<file path="src/rtl/pic_seq_pkg.sv">
// Shared types for the interrupt controller programming sequencer.
// Assumes an 8-bit command bus; bit positions below are part of the protocol.
package pic_seq_pkg;

    // Programming sequencer states
    typedef enum logic [2:0] {
        ST_W1    = 3'd0,
        ST_W2    = 3'd1,
        ST_W3    = 3'd2,
        ST_W4    = 3'd3,
        ST_READY = 3'd4
    } seq_state_t;

    // One-hot classification of a bus write
    typedef struct packed {
        logic init1;
        logic init2;
        logic init3;
        logic init4;
        logic mask;
        logic prio;
        logic rsel;
        logic bad;
    } wr_kind_t;

    localparam int SEL_HI    = 4;  // data bit that marks the first init word
    localparam int SEL_LO    = 3;  // data bit that splits the two operational commands
    localparam int BIT_SNGL  = 1;  // single-unit flag in first init word
    localparam int BIT_IC4   = 0;  // fourth word expected
    localparam int VEC_LSB   = 3;  // vector base low bits forced to zero
    localparam int OP_LSB    = 5;  // command field start
    localparam int RSEL_W    = 2;  // read select width
    localparam logic [1:0] RSEL_ISR   = 2'b11;
    localparam logic [1:0] RSEL_RESET = 2'b10;

endpackage

</file>
<file path="src/rtl/pic_wr_decode.sv">
// Write classifier: turns one bus write plus the sequencer state into a
// one-hot kind. Purely combinational; assumes wr_en is a one-cycle strobe.
module pic_wr_decode
    import pic_seq_pkg::*;
#(
    parameter int DW = 8
) (
    input  logic          wr_en,
    input  logic          a0,
    input  logic [DW-1:0] wdata,
    input  seq_state_t    state,
    output wr_kind_t      kind
);

    logic is_port0;
    logic is_port1;
    logic ready;

    assign is_port0 = wr_en && !a0;
    assign is_port1 = wr_en && a0;
    assign ready    = (state == ST_READY);

    // Classify the current write
    always_comb begin
        kind = '0;
        if (is_port0) begin
            if (wdata[SEL_HI])
                kind.init1 = 1'b1;
            else if (ready && !wdata[SEL_LO])
                kind.prio = 1'b1;
            else if (ready)
                kind.rsel = 1'b1;
            else
                kind.bad = 1'b1;
        end else if (is_port1) begin
            unique case (state)
                ST_W2:   kind.init2 = 1'b1;
                ST_W3:   kind.init3 = 1'b1;
                ST_W4:   kind.init4 = 1'b1;
                default: kind.mask  = 1'b1;
            endcase
        end
    end

endmodule

</file>
<file path="src/rtl/pic_init_fsm.sv">
// Initialization sequencer: holds the four initialization words and steps
// through them. Assumes at most one write kind is active per cycle.
module pic_init_fsm
    import pic_seq_pkg::*;
#(
    parameter int DW = 8
) (
    input  logic          clk,
    input  logic          rst_n,
    input  wr_kind_t      kind,
    input  logic [DW-1:0] wdata,
    output seq_state_t    state,
    output logic [DW-1:0] word1,
    output logic [DW-1:0] word2,
    output logic [DW-1:0] word3,
    output logic [DW-1:0] word4
);

    seq_state_t state_q, state_d;

    // Next-state selection from the stored first word
    always_comb begin
        state_d = state_q;
        if (kind.init1)
            state_d = ST_W2;
        else if (kind.init2) begin
            if (!word1[BIT_SNGL])
                state_d = ST_W3;
            else if (word1[BIT_IC4])
                state_d = ST_W4;
            else
                state_d = ST_READY;
        end else if (kind.init3)
            state_d = word1[BIT_IC4] ? ST_W4 : ST_READY;
        else if (kind.init4)
            state_d = ST_READY;
    end

    // State and word registers
    always_ff @(posedge clk) begin
        if (!rst_n) begin
            state_q <= ST_W1;
            word1   <= '0;
            word2   <= '0;
            word3   <= '0;
            word4   <= '0;
        end else begin
            state_q <= state_d;
            if (kind.init1) word1 <= wdata;
            if (kind.init2) word2 <= wdata;
            if (kind.init3) word3 <= wdata;
            if (kind.init4) word4 <= wdata;
        end
    end

    assign state = state_q;

    AST_INIT1_RESTART: assert property (@(posedge clk) disable iff (!rst_n)
        kind.init1 |=> (state_q == ST_W2));

    AST_SNGL_CASCADE: assert property (@(posedge clk) disable iff (!rst_n)
        (kind.init2 && !word1[BIT_SNGL]) |=> (state_q == ST_W3));

    AST_W4_NEEDS_IC4: assert property (@(posedge clk) disable iff (!rst_n)
        (state_q == ST_W4) |-> word1[BIT_IC4]);

endmodule

</file>
<file path="src/rtl/pic_op_regs.sv">
// Operational registers: interrupt mask, read select and the latched
// priority/EOI command, plus the one-cycle command and error strobes.
module pic_op_regs
    import pic_seq_pkg::*;
#(
    parameter int DW    = 8,
    parameter int LVL_W = 3
) (
    input  logic             clk,
    input  logic             rst_n,
    input  wr_kind_t         kind,
    input  logic [DW-1:0]    wdata,
    output logic [DW-1:0]    mask,
    output logic [RSEL_W-1:0] rsel,
    output logic             cmd_stb,
    output logic [DW-OP_LSB-1:0] cmd_op,
    output logic [LVL_W-1:0] cmd_level,
    output logic             cmd_err
);

    // Mask and read-select latches
    always_ff @(posedge clk) begin
        if (!rst_n) begin
            mask <= '0;
            rsel <= RSEL_RESET;
        end else begin
            if (kind.mask) mask <= wdata;
            if (kind.rsel) rsel <= wdata[RSEL_W-1:0];
        end
    end

    // Command fields and strobes
    always_ff @(posedge clk) begin
        if (!rst_n) begin
            cmd_op    <= '0;
            cmd_level <= '0;
            cmd_stb   <= 1'b0;
            cmd_err   <= 1'b0;
        end else begin
            cmd_stb <= kind.prio;
            cmd_err <= kind.bad;
            if (kind.prio) begin
                cmd_op    <= wdata[DW-1:OP_LSB];
                cmd_level <= wdata[LVL_W-1:0];
            end
        end
    end

    AST_MASK_LOAD: assert property (@(posedge clk) disable iff (!rst_n)
        kind.mask |=> (mask == $past(wdata)));

    AST_MASK_HOLD_INIT: assert property (@(posedge clk) disable iff (!rst_n)
        (kind.init2 || kind.init3 || kind.init4) |=> $stable(mask));

endmodule

</file>
<file path="src/rtl/pic_readback.sv">
// Read-back port: registers the selected status byte one cycle after the
// read strobe and holds it until the next read.
module pic_readback
    import pic_seq_pkg::*;
#(
    parameter int DW = 8
) (
    input  logic              clk,
    input  logic              rst_n,
    input  logic              rd_en,
    input  logic              a0,
    input  logic [RSEL_W-1:0] rsel,
    input  logic [DW-1:0]     irr,
    input  logic [DW-1:0]     isr,
    input  logic [DW-1:0]     mask,
    output logic [DW-1:0]     rdata
);

    logic [DW-1:0] pick;

    // Source selection
    always_comb begin
        if (a0)
            pick = mask;
        else if (rsel == RSEL_ISR)
            pick = isr;
        else
            pick = irr;
    end

    // Read data register
    always_ff @(posedge clk) begin
        if (!rst_n)
            rdata <= '0;
        else if (rd_en)
            rdata <= pick;
    end

    AST_RD_HOLD: assert property (@(posedge clk) disable iff (!rst_n)
        !rd_en |=> $stable(rdata));

    AST_RD_MASK: assert property (@(posedge clk) disable iff (!rst_n)
        (rd_en && a0) |=> (rdata == $past(mask)));

endmodule

</file>
<file path="src/rtl/pic_cmd_seq.sv">
// Interrupt controller programming sequencer top. Decodes byte writes on a
// two-location port into initialization words and operational commands and
// exports the resulting configuration. Assumes writes and reads are single-
// cycle strobes; priority resolution lives outside this block.
module pic_cmd_seq
    import pic_seq_pkg::*;
#(
    parameter int DW = 8,
    localparam int LVL_W = $clog2(DW),
    localparam int OP_W  = DW - OP_LSB
) (
    input  logic             clk,
    input  logic             rst_n,
    input  logic             a0,
    input  logic             wr_en,
    input  logic             rd_en,
    input  logic [DW-1:0]    wdata,
    input  logic [DW-1:0]    irr_in,
    input  logic [DW-1:0]    isr_in,
    output logic [DW-1:0]    rdata,
    output logic             cfg_ready,
    output logic [DW-1:0]    vec_base,
    output logic [DW-1:0]    cascade_map,
    output logic [DW-1:0]    mode_word,
    output logic [DW-1:0]    irq_mask,
    output logic             cmd_stb,
    output logic [OP_W-1:0]  cmd_op,
    output logic [LVL_W-1:0] cmd_level,
    output logic             cmd_err
);

    seq_state_t        state;
    wr_kind_t          kind;
    logic [DW-1:0]     word1, word2;
    logic [RSEL_W-1:0] rsel;

    pic_wr_decode #(.DW(DW)) u_dec (
        .wr_en (wr_en),
        .a0    (a0),
        .wdata (wdata),
        .state (state),
        .kind  (kind)
    );

    pic_init_fsm #(.DW(DW)) u_fsm (
        .clk   (clk),
        .rst_n (rst_n),
        .kind  (kind),
        .wdata (wdata),
        .state (state),
        .word1 (word1),
        .word2 (word2),
        .word3 (cascade_map),
        .word4 (mode_word)
    );

    pic_op_regs #(.DW(DW), .LVL_W(LVL_W)) u_ops (
        .clk       (clk),
        .rst_n     (rst_n),
        .kind      (kind),
        .wdata     (wdata),
        .mask      (irq_mask),
        .rsel      (rsel),
        .cmd_stb   (cmd_stb),
        .cmd_op    (cmd_op),
        .cmd_level (cmd_level),
        .cmd_err   (cmd_err)
    );

    pic_readback #(.DW(DW)) u_rd (
        .clk   (clk),
        .rst_n (rst_n),
        .rd_en (rd_en),
        .a0    (a0),
        .rsel  (rsel),
        .irr   (irr_in),
        .isr   (isr_in),
        .mask  (irq_mask),
        .rdata (rdata)
    );

    logic unused_word1;
    assign unused_word1 = ^word1[DW-1:2];

    assign cfg_ready = (state == ST_READY);

    // Vector base: low bits dropped, parameter picks the split
    generate
        if (VEC_LSB > 0) begin : g_vbase
            assign vec_base = {word2[DW-1:VEC_LSB], {VEC_LSB{1'b0}}};
        end else begin : g_vbase_full
            assign vec_base = word2;
        end
    endgenerate

    AST_CMD_SOURCE: assert property (@(posedge clk) disable iff (!rst_n)
        cmd_stb |-> $past(wr_en && !a0 && cfg_ready
                          && (wdata[SEL_HI:SEL_LO] == 2'b00)));

    AST_ERR_SOURCE: assert property (@(posedge clk) disable iff (!rst_n)
        cmd_err |-> $past(wr_en && !a0 && !cfg_ready && !wdata[SEL_HI]));

    AST_ERR_NO_CMD: assert property (@(posedge clk) disable iff (!rst_n)
        !(cmd_err && cmd_stb));

    AST_VEC_LOW_ZERO: assert property (@(posedge clk) disable iff (!rst_n)
        vec_base[VEC_LSB-1:0] == '0);

endmodule

</file>
<file path="config.mk">
export PLATFORM = sky130hd
export DESIGN_NAME = pic_cmd_seq
export DESIGN_NICKNAME = d
export VERILOG_FILES = /design/src/rtl/pic_seq_pkg.sv /design/src/rtl/pic_wr_decode.sv /design/src/rtl/pic_init_fsm.sv /design/src/rtl/pic_op_regs.sv /design/src/rtl/pic_readback.sv /design/src/rtl/pic_cmd_seq.sv
export SDC_FILE = /design/constraint.sdc
export NUM_CORES = 1
export LEC_CHECK = 0
export BUFFER_PORTS_ARGS = -buffer_cell sky130_fd_sc_hd__buf_2
export CAP_MARGIN = 10
export CORE_MARGIN = 2
export CORE_UTILIZATION = 49
export DETAILED_ROUTE_END_ITERATION = 8
export HOLD_SLACK_MARGIN = 0.06
export PLACE_DENSITY = 0.79
export SLEW_MARGIN = 20
export SYNTH_ARGS = -nofsm -noshare
export SYNTH_HDL_FRONTEND = slang
export SYNTH_SLANG_ARGS = --single-unit
export TNS_END_PERCENT = 100
</file>
<file path="constraint.sdc">
create_clock -name clk -period 1.5 [get_ports clk]
set_input_delay 0.15 -clock clk [delete_from_list [all_inputs] [get_ports clk]]
set_output_delay 0.15 -clock clk [all_outputs]
set_load 0.01 [all_outputs]
</file>
==> impl_results.md <==
* RSZ-0062 raised after global routing: false
* Max Buffers Root-to-Sink at 2
* Worst Path Max Fanout at 9
* Hold Path Origin: wdata[2]
* Post-synth top area cell: dfxtp_1
* Setup crit end kind: primary output
* WS Path Type: reg -> out
* Reg2reg path depth at 4
* Clock skew at 0.00688 ns
* Die Wd at 70.9 um
* Finished Core Util at 62.8%
* Ant diodes at 0
* CTS Buf Count at 5
* Main synth FF type: dfxtp_1
* Sw Share at 25.6%
* Vias in the first global route at 1751
* Antenna viol nets, final at 0
* Number of flops mapped to enable cells by yosys at 0
* Multi-input gate area at 0.00106 mm^2
* Final HPWL DP at 3600 um
* Post-Syn Area at 0.00219 mm^2
* Clock share of power at 32.7%
* Peak Freq at 711 MHz
* Layout area overhead at 23.9%
* Post-Layout Cell Count at 362
* Root buffer cell: clkbuf_8
* Share of cells above drive strength 1 at 31.9%
* Top cells by count, synth: dfxtp_1 (52), nor2_1 (37), mux2i_1 (32), nand2_1 (14), nand3b_1 (10)
* Final Cycle Share at 93.8%
* DP Cell Count at 352
* FF+latch count, synth at 52
* Final setup fails at 0
* Initial Util at 50.7%
* Die ar. at 0.00502 mm^2
* Overflow left after global routing at 0
* Largest net degree at the start of global routing at 19
* Hold path cells at 3
* Max VDD drop at 724 uV
* First-pass GRT wire length at 8200 um
* DRT Pass-1 Iters at 4
* CTS Sinks at 52
* Leakage at 1.33 nW
* FF-to-FF Start: u_fsm.state[1]$_SDFFE_PP0P_
* Seq pwr share at 57.4%
* Core Area at 0.00432 mm^2
* Nets at 338
* Hold crit path type: in -> reg
* Compound-Gate Fraction of Synth Area at 10.2%
* Synth top area cells: dfxtp_1 (48%), mux2i_1 (15%), nor2_1 (6.3%)
* Unique masters post-synth at 33
* Warnings, synthesis at 0
* Synth Area in Simple Gates at 22.8%
* Port Buffers at 74
* Vias per cell at 5.18
* Rows at 24
* Clk slew on worst S/H paths at 0.10 ns
* Post-Synth Adder-Cell Area at 0%
* Clk_lat worst skew at 0.31 ns
* # IOs at 78
* TritonCTS clock tree: done
* Gpl congestion at 0.830
* Post-Synthesis Cells at 233
* CP startpoint kind: flip-flop
* Routed len/inst at 13.3 um
* Initial antenna violation count at 0
* PD cells at 921 mW/mm^2
* Synth top area share at 47.5%
* # H-tree levels at 2
* Routed WL at 4810 um
* 1st-iter DRT viols at 50
* Final Max Tran Viols at 0
* Most numerous cell in the Yosys netlist: dfxtp_1
* Fin. Hold Viols at 0
* Mux share of post-synthesis cell area at 14.6%
* Fin crit period at 1.41 ns
* Comb power frac at 9.9%
* Status: finished clean
* Main combinational cell family by area after synthesis: simple AND/OR/NAND/NOR gates
* Crit path DAT at 1.26 ns
* Reg area at 0.00104 mm^2
* Total Routing Usage GR at 20.4%
* Post-Synth XOR/XNOR Area at 0%
* Fillers at 381
* DRC at 0
* Switch Pwr at 0.639 mW
* Worst Path Required at 1.35 ns
* Int Power at 1.86 mW
* Vias at 1875
* Max cap viols at 0
* Die H at 70.9 um
* Post-synthesis area per instance at 9.40 um^2
* Share of synthesized registers carrying an async set or reset at 0%
* Seq/Total Area, Yosys at 47.5%
* CP Launch Point: u_fsm.state[2]$_SDFFE_PP0P_
==> registers in the layout (all words and copies together), names as in the netlist, 2 cells and up <==
| signal | flops |
|---|---|
| u_fsm.word4 | 8 |
| u_ops.mask | 8 |
| u_ops.cmd_level | 3 |
| u_rd.rdata | 8 |
| u_ops.cmd_op | 3 |
| u_fsm.state | 3 |
| u_fsm.word1 | 2 |
| u_ops.rsel | 2 |
| u_fsm.word2 | 5 |
| u_fsm.word3 | 8 |
==> through the flow <==
stage	TNS (ns)	hold slack (ns)	power (mW)	setup WS (ns)	instance area, um^2
finish	0	0.115	2.50	0.0929	2710
global route	0	0.135	2.61	0.00348	2710
CTS	0	0.103	2.53	0.0241	2710
detailed placement	-0.00248	0.446	1.71	-0.00248	2600
global placement	0	0.433	1.71	0.0675	2600
floorplan	0	0.275	1.60	0.177	2200
==> power by group through the flow <==
| stage | Sequential (mW) | Clock, mW | Combinational, mW |
|---|---|---|---|
| 6_report | 1.43 | 0.818 | 0.247 |
| 4_1_cts | 1.43 | 0.847 | 0.248 |
| 2_1_floorplan | 1.47 | 0 | 0.131 |
| 5_1_grt | 1.44 | 0.898 | 0.274 |
| 3_5_place_dp | 1.47 | 0 | 0.245 |
| 3_3_place_gp | 1.46 | 0 | 0.242 |
==> placed cells by master, fill, tap and decap left out, types with 8 or more instances in the layout <==
cell / count
mux2i_1: 32
nand2_1: 14
and3_1: 8
nand3b_1: 10
a211oi_1: 8
nor2_1: 37
buf_2: 74
nand3_1: 9
buf_4: 10
nor2b_1: 8
o31ai_1: 9
dfxtp_1: 51
==> final timing paths <==
path | to | slack, ns
worst max-delay path | cfg_ready | 0.09
worst min-delay path | u_ops.cmd_level[2]$_SDFFE_PN0P_ | 0.12
worst max register to register | u_fsm.state[0]$_SDFFE_PN0P_ | 0.11
worst min register to register | u_ops.cmd_op[0]$_SDFFE_PN0P_ | 0.47
==> worst max-delay path: stages, from the launching register on <==
cell	delay, ns
dfxtp_1	0.49
nor3b_4	0.29
buf_2	0.17
==> routing by layer <==
metal  vias to the layer above  track usage, %  wire length [um]
met4                         0            8.18                80
met1                       841            26.6              2220
met2                        75            33.1              2170
li1                        950               -                 -
met5                         -               0                 0
met3                         9            4.42               346
==> cell type report <==
class                   instances  area share (%)
multi-input cells             163            38.9
well taps                      52            2.40
inverters                       3           0.415
repair buffers                 84            16.4
flip-flops and latches         52            38.4
clock buffers                   5            2.54
clock inverters                 3           0.922
==> logic make-up (layout without fill, tap and decap cells) <==
| logic type | Yosys count | after routing |
|---|---|---|
| AO/OA/AOI/OAI | 34 | 34 |
| buffers and inverters | 20 | 95 |
| flip-flops | 52 | 52 |
| multiplexers | 32 | 32 |
| other | 1 | 3 |
| AND/OR/NAND/NOR | 94 | 94 |
==> repair_timing <==
item / 4_1_cts / 5_1_grt
hold buffers: 0 / 0
endpoints found under the setup margin: 5 / 14
gates resized for setup: 0 / 2
pin swaps: 1 / 0
endpoints found under the hold margin: 0 / 0
setup buffers: 2 / 0
Power figures use the tool's default switching activity.
